**src/rtl/pwr_status_pkg.sv**
```systemverilog
package pwr_status_pkg;
  function automatic logic in_band(input int unsigned val,
                                   input int unsigned lo,
                                   input int unsigned hi);
    return (val >= lo) && (val <= hi);
  endfunction
endpackage

```
**src/rtl/core_window.sv**
```systemverilog
module core_window #(
  parameter int RATIO_W  = 8,
  parameter int LOW_PCT  = 90,
  parameter int HIGH_PCT = 110,
  parameter int HYST_PCT = 2
) (
  input  logic               clk,
  input  logic               rst_n,
  input  logic [RATIO_W-1:0] ratio,
  output logic               in_win_d,
  output logic               in_win_q
);
  import pwr_status_pkg::*;

  localparam int ENTER_LO = LOW_PCT + HYST_PCT;
  localparam int ENTER_HI = HIGH_PCT - HYST_PCT;

  logic keep_ok, enter_ok;

  always_comb begin
    keep_ok  = in_band(int'(ratio), LOW_PCT, HIGH_PCT);
    enter_ok = in_band(int'(ratio), ENTER_LO, ENTER_HI);
    in_win_d = in_win_q ? keep_ok : enter_ok;
  end

  always_ff @(posedge clk or negedge rst_n) begin
    if (!rst_n) in_win_q <= 1'b0;
    else        in_win_q <= in_win_d;
  end

  assert_window_exit_R2: assert property (@(posedge clk) disable iff (!rst_n)
    ((int'(ratio) < LOW_PCT) || (int'(ratio) > HIGH_PCT)) |=> !in_win_q);

  assert_window_entry_R3: assert property (@(posedge clk) disable iff (!rst_n)
    (!in_win_q && ((int'(ratio) < ENTER_LO) || (int'(ratio) > ENTER_HI))) |=> !in_win_q);
endmodule

```
**src/rtl/bus_good_seq.sv**
```systemverilog
module bus_good_seq #(
  parameter int MV_W        = 12,
  parameter int RAIL2_MIN_MV = 1080,
  parameter int SS_MIN_MV    = 1250
) (
  input  logic            clk,
  input  logic            rst_n,
  input  logic [MV_W-1:0] ss_mv,
  input  logic [MV_W-1:0] rail2_mv,
  input  logic            pwm_pulse,
  input  logic            inhibit,
  output logic            bg_d,
  output logic            bg_q
);
  logic ss_ok, rail2_ok, arm_en;

  always_comb begin
    ss_ok    = int'(ss_mv) >= SS_MIN_MV;
    rail2_ok = int'(rail2_mv) >= RAIL2_MIN_MV;
    arm_en   = !inhibit && ss_ok && rail2_ok;
    bg_d     = arm_en && (bg_q || pwm_pulse);
  end

  always_ff @(posedge clk or negedge rst_n) begin
    if (!rst_n) bg_q <= 1'b0;
    else        bg_q <= bg_d;
  end

  assert_rail2_low_R5: assert property (@(posedge clk) disable iff (!rst_n)
    (int'(rail2_mv) < RAIL2_MIN_MV) |=> !bg_q);

  assert_ss_gate_R6: assert property (@(posedge clk) disable iff (!rst_n)
    (int'(ss_mv) < SS_MIN_MV) |=> !bg_q);

  assert_rise_on_pulse_R7: assert property (@(posedge clk) disable iff (!rst_n)
    $rose(bg_q) |-> $past(pwm_pulse));
endmodule

```
**src/rtl/pwr_status_rpt.sv**
```systemverilog
module pwr_status_rpt #(
  parameter int RATIO_W      = 8,
  parameter int MV_W         = 12,
  parameter int NUM_LIN      = 3,
  parameter int LOW_PCT      = 90,
  parameter int HIGH_PCT     = 110,
  parameter int HYST_PCT     = 2,
  parameter int RAIL2_MIN_MV = 1080,
  parameter int SS_MIN_MV    = 1250
) (
  input  logic               clk,
  input  logic               rst_n,
  input  logic [RATIO_W-1:0] core_ratio_pct,
  input  logic [NUM_LIN-1:0] lin_uv,
  input  logic [MV_W-1:0]    ss_mv,
  input  logic [MV_W-1:0]    rail2_mv,
  input  logic               pwm_pulse,
  input  logic               out_inhibit,
  output logic               pgood,
  output logic               bus_good
);
  logic win_d, win_q;
  logic bg_d, bg_q;
  logic pg_d, pg_q;
  logic any_uv;

  core_window #(
    .RATIO_W(RATIO_W), .LOW_PCT(LOW_PCT), .HIGH_PCT(HIGH_PCT), .HYST_PCT(HYST_PCT)
  ) u_win (
    .clk(clk), .rst_n(rst_n), .ratio(core_ratio_pct),
    .in_win_d(win_d), .in_win_q(win_q)
  );

  bus_good_seq #(
    .MV_W(MV_W), .RAIL2_MIN_MV(RAIL2_MIN_MV), .SS_MIN_MV(SS_MIN_MV)
  ) u_bus (
    .clk(clk), .rst_n(rst_n), .ss_mv(ss_mv), .rail2_mv(rail2_mv),
    .pwm_pulse(pwm_pulse), .inhibit(out_inhibit), .bg_d(bg_d), .bg_q(bg_q)
  );

  always_comb begin
    any_uv = |lin_uv;
    pg_d   = win_d && !any_uv && !out_inhibit && bg_d;
  end

  always_ff @(posedge clk or negedge rst_n) begin
    if (!rst_n) pg_q <= 1'b0;
    else        pg_q <= pg_d;
  end

  assign pgood    = pg_q;
  assign bus_good = bg_q;

  assert_uv_blocks_R4: assert property (@(posedge clk) disable iff (!rst_n)
    (|lin_uv) |=> !pgood);

  assert_pg_needs_bg_R8: assert property (@(posedge clk) disable iff (!rst_n)
    pgood |-> bus_good);

  assert_inhibit_R9: assert property (@(posedge clk) disable iff (!rst_n)
    out_inhibit |=> (!pgood && !bus_good));

  assert_win_gate_R2: assert property (@(posedge clk) disable iff (!rst_n)
    pgood |-> win_q);
endmodule

```
**config.mk**
```make
export PLATFORM = sky130hd
export DESIGN_NAME = pwr_status_rpt
export DESIGN_NICKNAME = d
export VERILOG_FILES = /design/src/rtl/pwr_status_pkg.sv /design/src/rtl/core_window.sv /design/src/rtl/bus_good_seq.sv /design/src/rtl/pwr_status_rpt.sv
export SDC_FILE = /design/constraint.sdc
export NUM_CORES = 1
export LEC_CHECK = 0
export ABC_AREA = 1
export BUFFER_PORTS_ARGS = -buffer_cell sky130_fd_sc_hd__clkbuf_2
export CORE_AREA = 4 4 41 43
export DETAILED_ROUTE_END_ITERATION = 8
export DIE_AREA = 0 0 45 47
export MAX_ROUTING_LAYER = met4
export PLACE_DENSITY = 0.66
export SKIP_CTS_REPAIR_TIMING = 1
export SYNTH_ARGS = -nofsm -noshare
export SYNTH_HDL_FRONTEND = slang
export SYNTH_HIERARCHICAL = 1
export SYNTH_SLANG_ARGS = --single-unit
```
**constraint.sdc**
```tcl
create_clock -name clk -period 2.54 [get_ports clk]
set_input_delay 0.127 -clock clk [delete_from_list [all_inputs] [get_ports clk]]
set_output_delay 0.127 -clock clk [all_outputs]
set_load 0.02 [all_outputs]
```
# Word-level counts from Yosys, hierarchy flattened

Index checks and enable logic that the tools add are counted.

Word-level logic and storage cells: 22
Register bits: 3

Magnitude comparators: 6
Muxes and demuxes: 1
Reduce and logical (&&, ||, !) cells: 12

Operators with widths:

| kind                                                                | number |
|---|---|
| greater-or-equal comparator 12 x 11 -> 1 bit, second input constant | 2 |
| greater-or-equal comparator 8 x 7 -> 1 bit, second input constant   | 2 |
| <= comparator 8 x 7 -> 1 bit, second input constant                 | 2 |
| logical AND 1 bit                                                   | 8 |
| OR reduction 3 bit                                                  | 1 |
| logical NOT 1 bit                                                   | 2 |
| logical OR 1 bit                                                    | 1 |
| two-way mux 1 bit                                                   | 1 |

# Longest topological paths before layout

Gate-level depths: netlist of the first run.

Depth in word-level cells: 6
Depth in mapped cells: 12

# Cells and area by module

Netlist of the first run, hierarchy kept.

Modules (own cells, without submodules):

| module         | seq. area each (um^2) | instances | cells each | area an instance (um^2) |
|---|---|---|---|---|
| bus_good_seq   | 25.0                  | 1         | 36         | 162.7 |
| core_window    | 25.0                  | 1         | 18         | 97.6 |
| pwr_status_rpt | 25.0                  | 1         | 8          | 53.8 |

# Worst setup path after synthesis of the first run

Ideal clock, no wire load.

Kind: register to register
Start: register u_bus.bg_q
End: register pg_q (netlist: pgood)
Cell stages (with the launch flop): 9
Required time: 2.471 ns
Setup slack: 1.528 ns
Arrival time: 0.943 ns
Library setup time: 0.069 ns
Path through: dfrtp_1 nor2_1 nor2_1 nand2_1 nor2_1 inv_1 nor2_1 nand2_1 nor2_2

Word-level cells in the longest chain between the ends: 3

Ends and longest elaborated chain:

| item                     | line                 | RTL |
|---|---|---|
| start: declaration       | bus_good_seq.sv:13   | `output logic bg_q` |
| start signal: assignment | bus_good_seq.sv:26   | `else bg_q <= bg_d;` |
| logical OR 1 bit         | bus_good_seq.sv:21   | `bg_d = arm_en && (bg_q \|\| pwm_pulse);` |
| logical AND 1 bit        | bus_good_seq.sv:21   |  |
| via bg_d                 | pwr_status_rpt.sv:23 | `logic bg_d, bg_q;` |
| logical AND 1 bit        | pwr_status_rpt.sv:43 | `pg_d = win_d && !any_uv && !out_inhibit && bg_d;` |
| via pg_d                 | pwr_status_rpt.sv:24 | `logic pg_d, pg_q;` |
| end signal: assignment   | pwr_status_rpt.sv:48 | `else pg_q <= pg_d;` |
| end: declaration         | pwr_status_rpt.sv:24 |  |

The timed path passes the listed nets, and every way through them passes these cells.

# Worst setup path in the final report of the first run

Ends and elaborated chain as after synthesis.

==> results.py, run 1 <==
metrics = {
    "pwr": {
        "pwr_density_cell_nw_per_um2": 333,
        "vdd_ir_drop_max_v": 0.000119,
        "power_mw": 0.183,
        "leakage_nw": 0.367,
    },
    "clocking": {
        "cts_tree": "yes",
        "clock_sinks": 3,
        "numCtsBuffers": 3,
        "htree_levels": 1,
        "clk_pin_slew_ns": 0.04,
        "insertion_delay_ns": 0.23,
        "cts-root-buf": "clkbuf_4",
        "clockBufferDepth": 2,
    },
    "worst_setup_path": {
        "max_stage_delay_ns": 0.34,
        "path_class": "flop to flop",
        "critPathLaunchType": "flop",
        "cp-end-kind": "flop",
        "crit_arrival_ns": 1.12,
        "required_ns": 2.70,
        "cp_top_family": "simple AND/OR/NAND/NOR gates",
        "crit_chain": "nor2_1, nor2_1, nand2_1, nor2_1, inv_1, nor2_1, nand2_1, nor2_2",
        "crit_buf_inv": 1,
        "crit_slowest_cell": "dfrtp_1",
        "cp_max_fo": 2,
        "cp_common_cell": "nor2_1",
    },
    "detailed_routing": {
        "avgRoutedWirePerCell_um": 7.36,
        "finalWirelength_um": 868,
        "via_per_inst": 3.89,
        "vias": 459,
        "drtIter0Drc": 0,
        "first_pass_iters": 1,
        "ant_nets": 0,
        "drc_errors": 0,
    },
    "die": {
        "num_io_pins": 41,
        "start_util": 0.241,
        "core_area_um2": 1300,
        "num_rows": 13,
        "dieArea_um2": 2120,
        "fp.dieH_um": 47,
        "dieWidth_um": 45,
    },
    "timing": {
        "min_period_over_period": 0.377,
        "tns_ns": 0,
        "max_clock_freq_mhz": 1040,
        "final-hold-violation-count": 0,
        "max_slew.worst_pin.slew_ns": 0.118,
        "layout_min_cycle_time_ns": 0.959,
        "slew_headroom": 0.921,
        "finalClockSkew_ns": 0.00111,
        "slew_violations": 0,
        "rsz0062_at_grt": "false",
        "worst_hold_slack_ns": 0.134,
        "setup_viol_count_final": 0,
    },
    "cells_and_area": {
        "antennaDiodeCount": 0,
        "seq_area_um2": 75.1,
        "multi_input_area_um2": 186,
        "final_layout_size_suffix_gt1_frac": 0.408,
        "syn_to_final_growth_pct": 74.9,
        "n_fill_cell": 168,
        "instances_no_fill": 118,
        "fin_nets": 143,
    },
    "grt": {
        "grt_overflow": 0,
        "grtUsageTotal": 0.0899,
        "grt_pass1_wl_um": 1370,
        "antenna_found_initial": 0,
        "first_global_vias": 418,
        "grt_max_degree": 4,
    },
    "synthesis": {
        "yosys.area.top_type": "nand2_1",
        "synth_commonest_cells": "24 x nand2_1, 14 x nor2_1, 13 x inv_1",
        "synth_enable_flop_cells": 0,
        "synth_seq_cells": 3,
        "synth_area_per_cell_um2": 5.07,
        "yosys.cell_types.count": 10,
        "synth-main-ff-cell": "dfrtp_1",
        "synthTopCellsByArea": "nand2_1 29%, dfrtp_1 24%, nor2_1 17%, inv_1 16%, nand3_1 4.8%",
        "synth_top_area_frac": 0.287,
        "async_flop_share": 1.00,
        "yosysMostFrequentCell": "nand2_1",
        "ys_seq_area_frac": 0.239,
        "synth_nets": 101,
        "synth_cells": 62,
        "ys.warnings.count": 6,
        "syn_area_um2": 314,
    },
    "placement": {
        "port_buffers": 36,
        "hpwlAfterDp_um": 828,
        "dp.cells": 113,
        "gp_congestion": 0.601,
    },
    "run_status": {
        "outcome": "finished clean",
    },
    "job": {
        "cap_violations": 0,
    },
    "min_path": {
        "hold_class": "primary input to flop",
    },
}
-- state kept, by name, summed over array words and instances (netlist names) --
| signal | cells |
|---|---|
| pgood | 1 |
| u_bus/bg_q | 1 |
| u_win/in_win_q | 1 |
-- metal layers --
| layer | global-route usage | wire, um |
|---|---|---|
| met3 | 0.0115 | 118 |
| met4 | 0.0702 | 0 |
| met2 | 0.161 | 444 |
| met5 | - | 0 |
| met1 | 0.0870 | 305 |
-- placed cells by master (no fill, tap or decap) --
master / instances
clkbuf_4: 3
dlygate4sd3_1: 1
inv_1: 13
nand2_1: 24
nand3b_1: 1
dfrtp_1: 3
a21oi_2: 1
nor2_2: 1
or2_0: 1
nand3_1: 3
nor2_1: 14
clkbuf_2: 36
clkbuf_1: 1
inv_2: 1
-- where the power goes --
group | switching [mW] | internal (mW) | leakage, nW | total, mW
Clock | 0.0222 | 0.0587 | 0.0150 | 0.0809
Sequential | 0.000711 | 0.0495 | 0.0411 | 0.0503
Combinational | 0.0227 | 0.0290 | 0.311 | 0.0518
-- final timing paths --
| kind | startpoint | to | slack [ns] | depth (start not counted) |
|---|---|---|---|---|
| min in group asynchronous | rst_n | pgood | 0.23 | 2 |
| max | u_bus/bg_q | pgood | 1.58 | 8 |
| max reg2reg | u_bus/bg_q | pgood | 1.58 | 8 |
| min reg2reg | u_win/in_win_q | u_win/in_win_q | 0.63 | 4 |
| min | core_ratio_pct[6] | u_win/in_win_q | 0.13 | 3 |
| max in group asynchronous | rst_n | u_bus/bg_q | 2.20 | 2 |
-- per-stage QoR --
stage	worst slack (ns)	util	area, um2
6_report	1.58	0.422	549
3_3_place_gp	1.52	0.394	513
3_5_place_dp	1.49	0.394	513
5_1_grt	1.45	0.422	549
4_1_cts	1.56	0.414	539
2_1_floorplan	1.53	-	314
-- kinds of logic (layout without fill, tap and decap cells) --
kind of cell | count (synthesis) | in the layout | share of synthesized area
buffers and inverters | 14 | 55 | 0.167
DFF | 3 | 3 | 0.239
and+or+nand+nor | 44 | 44 | 0.566
AOI/OAI and AO/OA | 1 | 1 | 0.0279
-- final cells by class --
type,count,area share
multi-input cells,45,0.339
repair buffers,37,0.346
flip-flops and latches,3,0.137
well taps,15,0.0342
inverters,14,0.0957
clock buffers,4,0.0478
-- worst register-to-register path: stages, from the launching register on --
cell and delay [ns]:
dfrtp_1 0.34, nor2_1 0.04, nor2_1 0.08, nand2_1 0.06, nor2_1 0.11, inv_1 0.05, nor2_1 0.08, nand2_1 0.06
nor2_2 0.07
No activity file was read; power rests on OpenSTA's default activity.
==> run 2: changes to the inputs <==
--- a/config.mk
+++ b/config.mk
@@ -11,7 +11,7 @@
 export DETAILED_ROUTE_END_ITERATION = 8
 export DIE_AREA = 0 0 45 47
 export MAX_ROUTING_LAYER = met4
-export PLACE_DENSITY = 0.66
+export PLACE_DENSITY = 0.68
 export SKIP_CTS_REPAIR_TIMING = 1
 export SYNTH_ARGS = -nofsm -noshare
 export SYNTH_HDL_FRONTEND = slang
==> constraint.sdc (replaced) <==
create_clock -name clk -period 0.8 [get_ports clk]
set_input_delay 0.04 -clock clk [delete_from_list [all_inputs] [get_ports clk]]
set_output_delay 0.04 -clock clk [all_outputs]
set_load 0.02 [all_outputs]
==> run 2 against run 1 <==
The flow now finishes with violations (negative setup slack). Global-route usage fell by 0.50 points. Flip-flop and latch count is the same. Maximum frequency up 1.7%. Total power grew to 3.3 times the previous value. Count of clock-buffer cells in the layout stayed put. Via count grew 2.6%. Clock power increased to 3.3 times the previous value. Die area is the same. Setup slack worse by 1.7 ns. Sequential power increased to 3.2 times the previous value. First-iteration DRC count increased by 4. Core utilization up 1.2 points.
==> results.py, run 2 (synthesized netlist as in run 1, its figures left out) <==
metrics = {
    "timing": {
        "fin_ws_ns": -0.142,
        "worst_hold_slack_ns": 0.0365,
        "max_slew.worst_pin.slew_ns": 0.115,
        "slew_violations": 0,
        "setup_viol_count_final": 2,
        "layout_min_cycle_time_ns": 0.942,
        "tns_ns": -0.250,
        "final-hold-violation-count": 0,
        "finalClockSkew_ns": 0.00254,
        "rsz0062_at_grt": "true",
        "min_period_over_period": 1.18,
        "slew_headroom": 0.923,
        "max_clock_freq_mhz": 1060,
    },
    "die": {
        "fp.dieH_um": 47,
        "num_io_pins": 41,
        "dieWidth_um": 45,
        "start_util": 0.241,
        "num_rows": 13,
        "core_area_um2": 1300,
        "dieArea_um2": 2120,
    },
    "clocking": {
        "cts_tree": "yes",
        "htree_levels": 1,
        "clock_sinks": 3,
        "clockBufferDepth": 2,
        "clk_pin_slew_ns": 0.04,
        "cts-root-buf": "clkbuf_4",
        "insertion_delay_ns": 0.23,
        "numCtsBuffers": 3,
    },
    "pwr": {
        "power_mw": 0.598,
        "vdd_ir_drop_max_v": 0.000354,
        "leakage_nw": 0.373,
        "pwr_density_cell_nw_per_um2": 1060,
    },
    "detailed_routing": {
        "vias": 471,
        "via_per_inst": 3.96,
        "avgRoutedWirePerCell_um": 7.10,
        "first_pass_iters": 4,
        "drtIter0Drc": 4,
        "finalWirelength_um": 845,
        "ant_nets": 0,
        "drc_errors": 0,
    },
    "placement": {
        "dp.cells": 113,
        "placed_area_um2": 514,
        "gp_congestion": 0.629,
        "port_buffers": 36,
        "hpwlAfterDp_um": 789,
        "post-place-ws_ns": -0.161,
    },
    "cells_and_area": {
        "fin_nets": 144,
        "syn_to_final_growth_pct": 79.7,
        "fin_util": 0.434,
        "final_cell_mix": "35 x clkbuf_2, 24 x nand2_1, 14 x nor2_1, 13 x inv_1",
        "antennaDiodeCount": 0,
        "final_layout_size_suffix_gt1_frac": 0.423,
        "finalInstanceArea_um2": 564,
        "final_common_cell": "clkbuf_2",
        "instances_no_fill": 119,
    },
    "job": {
        "cap_violations": 0,
    },
    "grt": {
        "grt_overflow": 0,
        "grt_max_degree": 4,
        "antenna_found_initial": 0,
        "grtUsageTotal": 0.0850,
        "first_global_vias": 400,
        "grt_pass1_wl_um": 1250,
    },
    "worst_setup_path": {
        "crit_chain": "nor2_1, nor2_1, nand2_1, nor2_1, inv_1, nor2_1, nand2_1, nor2_2",
        "max_stage_delay_ns": 0.34,
        "cp-end-kind": "flop",
        "cp_max_fo": 2,
        "required_ns": 0.97,
        "cp_common_cell": "nor2_1",
        "crit_arrival_ns": 1.11,
        "crit_slowest_cell": "dfrtp_2",
        "critPathLaunchType": "flop",
        "path_class": "flop to flop",
    },
    "run_status": {
        "outcome": "finished, violations left",
        "violations": "negative setup slack",
    },
    "min_path": {
        "hold_class": "primary input to flop",
    },
}
==> run 2: cell types whose count changed in the layout (fill, tap and decap cells not counted) <==
cell	previous run	this run
clkbuf_2	36	35
buf_6	0	1
dfrtp_2	0	1
dfrtp_1	3	2
buf_4	0	1
==> run 2: layout make-up <==
| cell class | instances | area [um2] |
|---|---|---|
| well taps | 15 | 18.8 |
| inverters | 14 | 52.6 |
| flip-flops and latches | 3 | 76.3 |
| repair buffers | 38 | 204 |
| multi-input cells | 45 | 186 |
| fillers | 161 | 737 |
| clock buffers | 4 | 26.3 |
==> run 2: critical path: cells and delay by family, from the launching register on <==
kind | cells | cell delay (ns)
buffers and inverters | 1 | 0.05
AND/OR/NAND/NOR | 7 | 0.48
flip-flops | 1 | 0.34
==> run 2: metal layers <==
metal  routed length [um]  up-vias  share of wire  global-route usage
met3                  100        0           0.12             0.00383
met2                  435       19           0.51               0.147
met1                  309      190           0.37              0.0822
li1                     -      262              -                   -
met4                    0        0              0              0.0877
met5                    0        -              0                   -
==> run 2: final timing paths <==
| path | start | depth (start not counted) | slack [ns] | endpoint |
|---|---|---|---|---|
| setup / recovery | u_bus/bg_q | 8 | -0.14 | pgood |
| hold / removal | core_ratio_pct[6] | 3 | 0.04 | u_win/in_win_q |
| setup reg to reg | u_bus/bg_q | 8 | -0.14 | pgood |
| hold reg to reg | u_bus/bg_q | 4 | 0.64 | u_bus/bg_q |
| max in group asynchronous | rst_n | 2 | 0.54 | u_bus/bg_q |
| min in group asynchronous | rst_n | 2 | 0.14 | pgood |
==> run 2: power breakdown <==
part / internal [mW] / leakage (nW) / total (mW) / switching [mW]
registers: 0.158 / 0.0396 / 0.160 / 0.00215
clock network: 0.187 / 0.0150 / 0.266 / 0.0792
logic: 0.0991 / 0.318 / 0.172 / 0.0732
==> run 3: changes to the inputs <==
--- a/config.mk
+++ b/config.mk
@@ -8,6 +8,7 @@
 export ABC_AREA = 1
 export BUFFER_PORTS_ARGS = -buffer_cell sky130_fd_sc_hd__clkbuf_2
 export CORE_AREA = 4 4 41 43
+export CTS_BUF_LIST = sky130_fd_sc_hd__clkbuf_4
 export DETAILED_ROUTE_END_ITERATION = 8
 export DIE_AREA = 0 0 45 47
 export MAX_ROUTING_LAYER = met4
==> run 3 against run 2 <==
The flow still finishes with violations (negative setup slack). Via count decreased by 0.42%. Clock skew shrank 0.00085 ns. Register-to-register slack about the same. Highest routed layer unchanged.
==> results.py, run 3 (synthesized netlist as in run 1, its figures left out) <==
metrics = {
    "clocking": {
        "clock_sinks": 3,
        "cts-root-buf": "clkbuf_4",
        "cts_tree": "yes",
        "insertion_delay_ns": 0.23,
        "clk_pin_slew_ns": 0.04,
        "htree_levels": 1,
        "clockBufferDepth": 2,
        "numCtsBuffers": 3,
    },
    "cells_and_area": {
        "final_common_cell": "clkbuf_2",
        "syn_to_final_growth_pct": 80.9,
        "n_fill_cell": 162,
        "antennaDiodeCount": 0,
        "fin_nets": 144,
        "final_layout_size_suffix_gt1_frac": 0.433,
        "instances_no_fill": 119,
        "final_cell_mix": "35 x clkbuf_2, 24 x nand2_1, 14 x nor2_1, 13 x inv_1, 4 x clkbuf_4",
    },
    "die": {
        "fp.dieH_um": 47,
        "num_io_pins": 41,
        "start_util": 0.241,
        "num_rows": 13,
        "dieWidth_um": 45,
        "core_area_um2": 1300,
        "dieArea_um2": 2120,
    },
    "worst_setup_path": {
        "cp-end-kind": "flop",
        "cp_max_fo": 2,
        "critPathLaunchType": "flop",
        "crit_arrival_ns": 1.11,
        "required_ns": 0.97,
        "path_class": "flop to flop",
    },
    "detailed_routing": {
        "finalWirelength_um": 857,
        "drc_errors": 0,
        "first_pass_iters": 3,
        "vias": 469,
        "via_per_inst": 3.94,
        "drtIter0Drc": 8,
        "ant_nets": 0,
        "avgRoutedWirePerCell_um": 7.20,
    },
    "timing": {
        "worst_hold_slack_ns": 0.0337,
        "setup_viol_count_final": 2,
        "slew_headroom": 0.923,
        "max_clock_freq_mhz": 1060,
        "max_slew.worst_pin.slew_ns": 0.115,
        "rsz0062_at_grt": "true",
        "fin_ws_ns": -0.142,
        "final-hold-violation-count": 0,
        "min_period_over_period": 1.18,
        "slew_violations": 0,
        "layout_min_cycle_time_ns": 0.942,
        "finalClockSkew_ns": 0.00169,
    },
    "grt": {
        "grtUsageTotal": 0.0874,
        "grt_max_degree": 4,
        "grt_overflow": 0,
        "grt_pass1_wl_um": 1290,
        "antenna_found_initial": 0,
        "first_global_vias": 416,
    },
    "placement": {
        "port_buffers": 36,
        "dp.cells": 113,
        "hpwlAfterDp_um": 789,
        "gp_congestion": 0.629,
    },
    "pwr": {
        "combPwrFrac": 0.272,
        "switching_power_mw": 0.156,
        "seqPwrFrac": 0.252,
        "vdd_ir_drop_max_v": 0.000355,
        "power.internal_mw": 0.478,
        "power_switching_share": 0.246,
        "p_clk_frac": 0.476,
        "pwr_density_cell_nw_per_um2": 1120,
        "leakage_nw": 0.376,
    },
    "job": {
        "cap_violations": 0,
    },
    "min_path": {
        "hold_class": "primary input to flop",
    },
    "run_status": {
        "violations": "negative setup slack",
        "outcome": "finished, violations left",
    },
}
-- run 3: metal layers --
layer  vias to the layer above  GRT usage  wire [um]
met5                         -          -          0
met1                       188     0.0822        318
li1                        264          -          -
met2                        17      0.155        444
met3                         0    0.00383         94
met4                         0     0.0877          0
-- run 3: worst max-delay path: stages, from the launching register on --
cell	delay (ns)
dfrtp_2	0.34
nor2_1	0.04
nor2_1	0.07
nand2_1	0.05
nor2_1	0.11
inv_1	0.05
nor2_1	0.08
nand2_1	0.06
nor2_2	0.07
-- run 3: area by class of cell --
cell class | instances | area, um2 | share of cell area
timing repair buffer | 38 | 204 | 0.359
multi-input combinational | 45 | 186 | 0.328
clock buffer | 4 | 30.0 | 0.0529
inverter | 14 | 52.6 | 0.0925
sequential | 3 | 76.3 | 0.134
tap | 15 | 18.8 | 0.0330
-- run 3: power groups by stage --
stage	Clock, mW	Sequential, mW	Combinational (mW)
2_1_floorplan	0	0.166	0.0604
3_3_place_gp	0	0.162	0.159
3_5_place_dp	0	0.162	0.162
4_1_cts	0.313	0.160	0.163
5_1_grt	0.312	0.160	0.200
6_report	0.302	0.160	0.172
-- run 3: worst paths after layout --
path / start / to / slack (ns) / cells past startpoint
worst max register to register: u_bus/bg_q / pgood / -0.14 / 8
min in group asynchronous: rst_n / pgood / 0.14 / 2
worst max-delay path: u_bus/bg_q / pgood / -0.14 / 8
worst min-delay path: core_ratio_pct[6] / u_win/in_win_q / 0.03 / 3
max in group asynchronous: rst_n / u_bus/bg_q / 0.54 / 2
worst min register to register: u_bus/bg_q / u_bus/bg_q / 0.64 / 4
-- run 3: through the flow --
stage               area, um2   util  power (mW)  worst slack (ns)  TNS [ns]
floorplan                 315      -       0.226            -0.170    -0.170
global placement          514  0.395       0.321            -0.119    -0.119
detailed placement        514  0.395       0.324            -0.161    -0.161
CTS                       544  0.418       0.636            -0.153    -0.176
global route              568  0.437       0.672            -0.257    -0.385
finish                    568  0.437       0.634            -0.142    -0.250
